`src/rtl/nx_pkg.sv`:
```
// Package nx_pkg
// Shared opcode constants and the decoded-operation type for the nibble
// executor. Assumes the 6-bit major opcode sits at the top of the word.
package nx_pkg;

    localparam int OPC_W = 6;

    localparam logic [OPC_W-1:0] OPC_AND_RM = 6'b001000;
    localparam logic [OPC_W-1:0] OPC_AND_MI = 6'b001001;
    localparam logic [OPC_W-1:0] OPC_OR_RM  = 6'b001010;
    localparam logic [OPC_W-1:0] OPC_OR_MI  = 6'b001011;
    localparam logic [OPC_W-1:0] OPC_XOR_RM = 6'b001100;
    localparam logic [OPC_W-1:0] OPC_LOAD   = 6'b110100;
    localparam logic [OPC_W-1:0] OPC_STORE  = 6'b110101;
    localparam logic [OPC_W-1:0] OPC_MOVIND = 6'b110110;
    localparam logic [OPC_W-1:0] OPC_MOVIMM = 6'b111001;
    localparam logic [OPC_W-1:0] OPC_TSTONE = 6'b111100;
    localparam logic [OPC_W-1:0] OPC_TSTZER = 6'b111101;

    // Value of every bit above the operand field for the rotate word
    localparam int ROT_CODE = 14;

    typedef enum logic [3:0] {
        OP_NOP,
        OP_AND_RM,
        OP_AND_MI,
        OP_OR_RM,
        OP_OR_MI,
        OP_XOR_RM,
        OP_LOAD,
        OP_STORE,
        OP_MOVIND,
        OP_MOVIMM,
        OP_TSTONE,
        OP_TSTZER,
        OP_ROTR
    } nx_op_e;

endpackage

```
`src/rtl/nx_decode.sv`:
```
// Module nx_decode
// Splits an instruction word into operation, row, column and operand
// fields. Purely combinational. Assumes the layout
// {opcode, row, column, operand} from most to least significant bit.
// Undefined opcodes decode to OP_NOP.
module nx_decode
    import nx_pkg::*;
#(
    parameter int DH_W  = 2,
    parameter int DL_W  = 4,
    parameter int NIB_W = 4,
    localparam int INSTR_W = OPC_W + DH_W + DL_W + NIB_W
) (
    input  logic [INSTR_W-1:0] instr,
    output nx_op_e             op,
    output logic [DH_W-1:0]    row,
    output logic [DL_W-1:0]    col,
    output logic [NIB_W-1:0]   fld
);

    localparam int HI_W = INSTR_W - NIB_W;

    logic [OPC_W-1:0] opc;
    logic [HI_W-1:0]  upper;

    assign opc   = instr[INSTR_W-1 -: OPC_W];
    assign upper = instr[INSTR_W-1 -: HI_W];
    assign row   = instr[NIB_W+DL_W +: DH_W];
    assign col   = instr[NIB_W +: DL_W];
    assign fld   = instr[NIB_W-1:0];

    // Map the opcode (or the full rotate prefix) onto an operation
    always_comb begin
        op = OP_NOP;
        if (upper == HI_W'(ROT_CODE)) begin
            op = OP_ROTR;
        end else begin
            case (opc)
                OPC_AND_RM: op = OP_AND_RM;
                OPC_AND_MI: op = OP_AND_MI;
                OPC_OR_RM:  op = OP_OR_RM;
                OPC_OR_MI:  op = OP_OR_MI;
                OPC_XOR_RM: op = OP_XOR_RM;
                OPC_LOAD:   op = OP_LOAD;
                OPC_STORE:  op = OP_STORE;
                OPC_MOVIND: op = OP_MOVIND;
                OPC_MOVIMM: op = OP_MOVIMM;
                OPC_TSTONE: op = OP_TSTONE;
                OPC_TSTZER: op = OP_TSTZER;
                default:    op = OP_NOP;
            endcase
        end
    end

endmodule

```
`src/rtl/nx_store.sv`:
```
// Module nx_store
// Array of DATA_W-bit words with one synchronous write port and two
// combinational read ports (operand and debug). Synchronous active-low
// reset clears every word. Used for both the register file and the
// banked data memory.
module nx_store #(
    parameter int ADDR_W = 4,
    parameter int DATA_W = 4,
    localparam int DEPTH = 1 << ADDR_W
) (
    input  logic              clk,
    input  logic              rst_n,
    input  logic              we,
    input  logic [ADDR_W-1:0] waddr,
    input  logic [DATA_W-1:0] wdata,
    input  logic [ADDR_W-1:0] raddr_a,
    output logic [DATA_W-1:0] rdata_a,
    input  logic [ADDR_W-1:0] raddr_d,
    output logic [DATA_W-1:0] rdata_d
);

    logic [DATA_W-1:0] words [DEPTH];

    // Clear on reset, otherwise commit a single word write
    always_ff @(posedge clk) begin
        if (!rst_n) begin
            for (int i = 0; i < DEPTH; i++) begin
                words[i] <= '0;
            end
        end else if (we) begin
            words[waddr] <= wdata;
        end
    end

    assign rdata_a = words[raddr_a];
    assign rdata_d = words[raddr_d];

    AST_WADDR_KNOWN: assert property (@(posedge clk) disable iff (!rst_n)
        we |-> !$isunknown(waddr));

endmodule

```
`src/rtl/nx_alu.sv`:
```
// Module nx_alu
// Combinational result unit. From the decoded operation and the register,
// memory, immediate and carry operands, it produces the write enables and
// data for both stores, the carry update and the mask-test outcome.
// Assumes that at most one store is written per operation.
module nx_alu
    import nx_pkg::*;
#(
    parameter int NIB_W = 4
) (
    input  nx_op_e           op,
    input  logic [NIB_W-1:0] reg_val,
    input  logic [NIB_W-1:0] mem_val,
    input  logic [NIB_W-1:0] fld,
    input  logic             carry_in,
    output logic             reg_we,
    output logic [NIB_W-1:0] reg_wdata,
    output logic             mem_we,
    output logic [NIB_W-1:0] mem_wdata,
    output logic             mem_indirect,
    output logic             carry_we,
    output logic             carry_out,
    output logic             test_hit
);

    logic [NIB_W-1:0] masked;

    assign masked = mem_val & fld;

    // Select the result and destination for the current operation
    always_comb begin
        reg_we       = 1'b0;
        reg_wdata    = reg_val;
        mem_we       = 1'b0;
        mem_wdata    = mem_val;
        mem_indirect = 1'b0;
        carry_we     = 1'b0;
        carry_out    = carry_in;
        test_hit     = 1'b0;
        case (op)
            OP_AND_RM: begin
                reg_we    = 1'b1;
                reg_wdata = reg_val & mem_val;
            end
            OP_OR_RM: begin
                reg_we    = 1'b1;
                reg_wdata = reg_val | mem_val;
            end
            OP_XOR_RM: begin
                reg_we    = 1'b1;
                reg_wdata = reg_val ^ mem_val;
            end
            OP_AND_MI: begin
                mem_we    = 1'b1;
                mem_wdata = mem_val & fld;
            end
            OP_OR_MI: begin
                mem_we    = 1'b1;
                mem_wdata = mem_val | fld;
            end
            OP_LOAD: begin
                reg_we    = 1'b1;
                reg_wdata = mem_val;
            end
            OP_STORE: begin
                mem_we    = 1'b1;
                mem_wdata = reg_val;
            end
            OP_MOVIMM: begin
                mem_we    = 1'b1;
                mem_wdata = fld;
            end
            OP_MOVIND: begin
                mem_we       = 1'b1;
                mem_wdata    = mem_val;
                mem_indirect = 1'b1;
            end
            OP_TSTONE: test_hit = (masked == fld);
            OP_TSTZER: test_hit = (masked == '0);
            OP_ROTR: begin
                reg_we    = 1'b1;
                reg_wdata = {carry_in, reg_val[NIB_W-1:1]};
                carry_we  = 1'b1;
                carry_out = reg_val[0];
            end
            default: ;
        endcase
    end

endmodule

```
`src/rtl/nibble_exec.sv`:
```
// Module nibble_exec
// Top of the nibble datapath. It decodes one instruction per valid cycle
// and commits register, memory and carry updates on the next rising
// edge. skip_req is registered and is high for one cycle after a
// successful mask test. The memory address is {bank, row, column}. The
// indirect copy takes its column from a register, so the register width
// must equal the column width.
module nibble_exec
    import nx_pkg::*;
#(
    parameter int BANK_W = 2,
    parameter int DH_W   = 2,
    parameter int DL_W   = 4,
    parameter int NIB_W  = 4,
    localparam int INSTR_W = OPC_W + DH_W + DL_W + NIB_W,
    localparam int MEM_AW  = BANK_W + DH_W + DL_W,
    localparam int REG_AW  = NIB_W
) (
    input  logic               clk,
    input  logic               rst_n,
    input  logic               instr_valid,
    input  logic [INSTR_W-1:0] instr,
    input  logic [BANK_W-1:0]  bank,
    input  logic [MEM_AW-1:0]  dbg_mem_addr,
    input  logic [REG_AW-1:0]  dbg_reg_sel,
    output logic               skip_req,
    output logic               carry,
    output logic [NIB_W-1:0]   dbg_mem_data,
    output logic [NIB_W-1:0]   dbg_reg_data
);

    nx_op_e           op;
    logic [DH_W-1:0]  row;
    logic [DL_W-1:0]  col;
    logic [NIB_W-1:0] fld;

    logic [NIB_W-1:0] reg_val, mem_val;
    logic             alu_reg_we, alu_mem_we, alu_carry_we, mem_indirect;
    logic [NIB_W-1:0] reg_wdata, mem_wdata;
    logic             carry_nxt, test_hit;

    logic              reg_we, mem_we;
    logic [MEM_AW-1:0] mem_raddr, mem_waddr;

    nx_decode #(.DH_W(DH_W), .DL_W(DL_W), .NIB_W(NIB_W)) u_dec (
        .instr (instr),
        .op    (op),
        .row   (row),
        .col   (col),
        .fld   (fld)
    );

    assign mem_raddr = {bank, row, col};
    assign mem_waddr = mem_indirect ? {bank, row, DL_W'(reg_val)} : mem_raddr;
    assign reg_we    = instr_valid & alu_reg_we;
    assign mem_we    = instr_valid & alu_mem_we;

    nx_store #(.ADDR_W(REG_AW), .DATA_W(NIB_W)) u_regs (
        .clk     (clk),
        .rst_n   (rst_n),
        .we      (reg_we),
        .waddr   (fld),
        .wdata   (reg_wdata),
        .raddr_a (fld),
        .rdata_a (reg_val),
        .raddr_d (dbg_reg_sel),
        .rdata_d (dbg_reg_data)
    );

    nx_store #(.ADDR_W(MEM_AW), .DATA_W(NIB_W)) u_mem (
        .clk     (clk),
        .rst_n   (rst_n),
        .we      (mem_we),
        .waddr   (mem_waddr),
        .wdata   (mem_wdata),
        .raddr_a (mem_raddr),
        .rdata_a (mem_val),
        .raddr_d (dbg_mem_addr),
        .rdata_d (dbg_mem_data)
    );

    nx_alu #(.NIB_W(NIB_W)) u_alu (
        .op           (op),
        .reg_val      (reg_val),
        .mem_val      (mem_val),
        .fld          (fld),
        .carry_in     (carry),
        .reg_we       (alu_reg_we),
        .reg_wdata    (reg_wdata),
        .mem_we       (alu_mem_we),
        .mem_wdata    (mem_wdata),
        .mem_indirect (mem_indirect),
        .carry_we     (alu_carry_we),
        .carry_out    (carry_nxt),
        .test_hit     (test_hit)
    );

    // Carry flag: updated only by the rotate
    always_ff @(posedge clk) begin
        if (!rst_n) begin
            carry <= 1'b0;
        end else if (instr_valid && alu_carry_we) begin
            carry <= carry_nxt;
        end
    end

    // Skip request: one cycle after a successful mask test
    always_ff @(posedge clk) begin
        if (!rst_n) begin
            skip_req <= 1'b0;
        end else begin
            skip_req <= instr_valid && test_hit;
        end
    end

    AST_SKIP_FROM_TEST: assert property (@(posedge clk) disable iff (!rst_n)
        skip_req |-> $past(instr_valid && (op == OP_TSTONE || op == OP_TSTZER)));

    AST_CARRY_ONLY_ROT: assert property (@(posedge clk) disable iff (!rst_n)
        !$stable(carry) |-> $past(instr_valid && op == OP_ROTR));

    AST_ROT_CARRY_OUT: assert property (@(posedge clk) disable iff (!rst_n)
        (instr_valid && op == OP_ROTR) |=> (carry == $past(reg_val[0])));

    AST_SINGLE_DEST: assert property (@(posedge clk) disable iff (!rst_n)
        !(reg_we && mem_we));

    AST_IDLE_QUIET: assert property (@(posedge clk) disable iff (!rst_n)
        (!instr_valid || op == OP_NOP) |-> !(reg_we || mem_we));

endmodule

```
`config.mk`:
```
export PLATFORM = sky130hd
export DESIGN_NAME = nibble_exec
export DESIGN_NICKNAME = d
export VERILOG_FILES = /design/src/rtl/nx_pkg.sv /design/src/rtl/nx_decode.sv /design/src/rtl/nx_store.sv /design/src/rtl/nx_alu.sv /design/src/rtl/nibble_exec.sv
export SDC_FILE = /design/constraint.sdc
export NUM_CORES = 2
export LEC_CHECK = 0
export BUFFER_PORTS_ARGS = -buffer_cell sky130_fd_sc_hd__buf_2
export CORE_MARGIN = 10
export CORE_UTILIZATION = 35
export DETAILED_ROUTE_END_ITERATION = 7
export HOLD_SLACK_MARGIN = 0.15
export PLACE_DENSITY = 0.53
export SKIP_CTS_REPAIR_TIMING = 1
export SLEW_MARGIN = 20
export SYNTH_ARGS = -nofsm -noshare
export SYNTH_HDL_FRONTEND = slang
export SYNTH_HIERARCHICAL = 1
export SYNTH_SLANG_ARGS = --single-unit
```
`constraint.sdc`:
```
create_clock -name clk -period 6.2 [get_ports clk]
set_clock_uncertainty 0.15 [all_clocks]
set_input_delay 0.62 -clock clk [delete_from_list [all_inputs] [get_ports clk]]
set_output_delay 0.62 -clock clk [all_outputs]
set_load 0.1 [all_outputs]
```
==> results.sh <==
export IMPL_drv_slew=0
export IMPL_clk_path_buf_depth=3
export IMPL_drt_first_iter_violations=4719
export IMPL_dp_hpwl_um=131000
export IMPL_required_ns=5.43
export IMPL_drc=0
export IMPL_grt_start_max_net_pins=104
export IMPL_clock_sinks=1090
export IMPL_min_path_type="flip-flop to flip-flop"
export IMPL_synth_edff_count=1088
export IMPL_utilization=0.390
export IMPL_drive_above_1_share=0.190
export IMPL_placed_area_um2=65300
export IMPL_power_frac_comb=0.132
export IMPL_synthAdderAreaFrac=0.00160
export IMPL_clk_pin_slew_worst_paths_ns=0.06
export IMPL_final_nets=4638
export IMPL_synthDominantCellAreaShare=0.522
export IMPL_worstPathArrival_ns=4.42
export IMPL_yosys_mux_area_fraction=0.212
export IMPL_internal_power_mw=13.4
export IMPL_synth_simple_gate_area_share=0.165
export IMPL_cts_root_buf="clkbuf_16"
export IMPL_tightest_slew_ns=1.08
export IMPL_syn_nets=4882
export IMPL_die_h_um=443
export IMPL_power_switching_share=0.272
export IMPL_cts_made_buffers=130
export IMPL_antenna_found_initial=5
export IMPL_status="complete, no violations"
export IMPL_start_util=0.351
export IMPL_ys_seq_area_frac=0.523
export IMPL_fmax_ghz=0.193
export IMPL_ys_seq_elements=1090
export IMPL_power_density_nw_per_um2=264
export IMPL_critPathKind="primary input to primary output"
export IMPL_yosys_top_cells_area="edfxtp_1, mux4_2, and3_1"
export IMPL_coreArea_um2=178000
export IMPL_critPathLaunchType="primary input"
export IMPL_dpl_cell_count=6817
export IMPL_synth_xor_area_frac=0.000140
export IMPL_p_switching_mw=4.98
export IMPL_final_cell_area_um2=69400
export IMPL_syn2layout_area_growth_pct=10.9
export IMPL_cp_max_fo=51
export IMPL_irDropWorstVdd_v=0.000217
export IMPL_synth_top_area_cell="edfxtp_1"
export IMPL_synth_common_cells="edfxtp_1, and3_1, nand2_1"
export IMPL_gp_congestion=0.872
export IMPL_viasPerCell=6.06
export IMPL_hold_violations=0
export IMPL_io_buffer_count=42
export IMPL_layoutNonFillerInstCount=7053
export IMPL_dieArea_um2=196000
export IMPL_worst_setup_path_end_kind="primary output"
export IMPL_synth_top_family_by_area="multiplexers"
export IMPL_drt_pass1_iterations=6
export IMPL_clock_latency_ns=0.80
export IMPL_seq_power_share=0.462
export IMPL_cts_tree="done"
export IMPL_cap_violations=0
export IMPL_antenna_left=0
export IMPL_first_global_vias=42200
export IMPL_ys_types=76
export IMPL_synth_flop_cell="edfxtp_1"
export IMPL_via_count=42700
export IMPL_die_w_um=443
export IMPL_ios=43
export IMPL_rsz0062_at_grt="no"
export IMPL_tns_ns=0
export IMPL_syn_avg_cell_area_um2=12.9
export IMPL_h_tree_depth=4
export IMPL_leakagePower_nw=27.7
export IMPL_wl_per_cell_um=28.7
export IMPL_drt_wl_total_um=203000
export IMPL_period_share=0.838
export IMPL_grt_overflow_total=0
export IMPL_slew_headroom=0.275
export IMPL_finalSetupViolCount=0
export IMPL_synth_most_common_cell="edfxtp_1"
export IMPL_grt_first_pass_wirelength_um=295000
export IMPL_netlist_area_um2=62600
export IMPL_async_flop_share=0
export IMPL_yosysWarningCount=6
export IMPL_grt_total_usage=0.200
export IMPL_synth_compound_area_frac=0.0535
export IMPL_totalPowerFinal_mw=18.3
export IMPL_pwr_share_clk=0.406
export IMPL_fin_crit_ns=5.19
export IMPL_row_count=155
export IMPL_syn_inst=4841
==> layout by cell type, fill, tap and decap left out, types with 80 or more instances in the layout <==
cell type	n
buf_4	129
o221ai_1	80
nand2_1	508
and3_1	902
mux4_2	420
mux2i_1	253
clkbuf_16	130
edfxtp_1	1088
nor2_1	94
and2_1	200
o21ai_0	87
==> sequential cells by signal (all words and copies together), names as in the netlist <==
| name | count |
|---|---|
| carry | 1 |
| skip_req | 1 |
| u_regs/words | 64 |
| u_mem/words | 1024 |
==> power groups by stage <==
stage	Sequential (mW)	Combinational, mW	Clock [mW]
floorplan	8.55	1.51	0
global placement	8.61	2.40	0
detailed placement	8.62	2.42	0
CTS	8.47	2.42	7.57
global route	8.50	2.54	7.84
finish	8.47	2.43	7.44
==> per-stage QoR <==
stage / hold WS, ns / setup WS [ns]
after CTS: -0.0702 / 1.15
after global routing: 0.412 / 1.06
final: 0.366 / 1.01
after floorplan: 0.616 / 1.15
after detailed placement: 0.364 / 0.487
after global placement: 0.357 / 0.500
==> kinds of logic after synthesis <==
family	count (synthesis)
flip-flops	1090
adder cells (fa/ha/maj)	8
multiplexers	739
XOR/XNOR	1
AND/OR/NAND/NOR	1900
AO/OA/AOI/OAI	485
buffers and inverters	618
==> per-layer routing <==
metal	vias up	track usage	part of all wire	wire, um
met2	1868	0.323	0.47	95600
met4	4	0.0739	0.037	7500
met5	-	0	0.000074	15
met1	22000	0.267	0.41	83900
li1	18400	-	-	-
met3	382	0.0378	0.077	15600
==> path summary, 6_finish.rpt <==
check                                         start  cells past startpoint  slack [ns]                  end
worst max register to register  u_mem/words[180][3]                     10        1.59  u_mem/words[200][3]
worst min register to register                carry                      2        0.37                carry
worst min-delay path                          carry                      2        0.37                carry
worst max-delay path                dbg_mem_addr[1]                     10        1.01      dbg_mem_data[1]
==> critical path, cell delays in order <==
cell and delay [ns]:
buf_8 0.19, nand2b_2 0.70, buf_12 0.38, o221ai_1 0.27, o21ai_0 0.15, a2111oi_0 0.78
a21oi_1 0.27, a22o_1 0.41, nand4_1 0.30, buf_12 0.22
==> final cells by class <==
cell class                 instances  area [um^2]
multi-input combinational       3133        27300
inverter                          19         72.6
antenna                            7         17.5
timing repair buffer             223         2350
fill                           16500       109000
clock buffer                     152         3340
tap                             2355         2950
sequential                      1090        32700
clock inverter                    74          709
(Power assumes the default switching activity.)
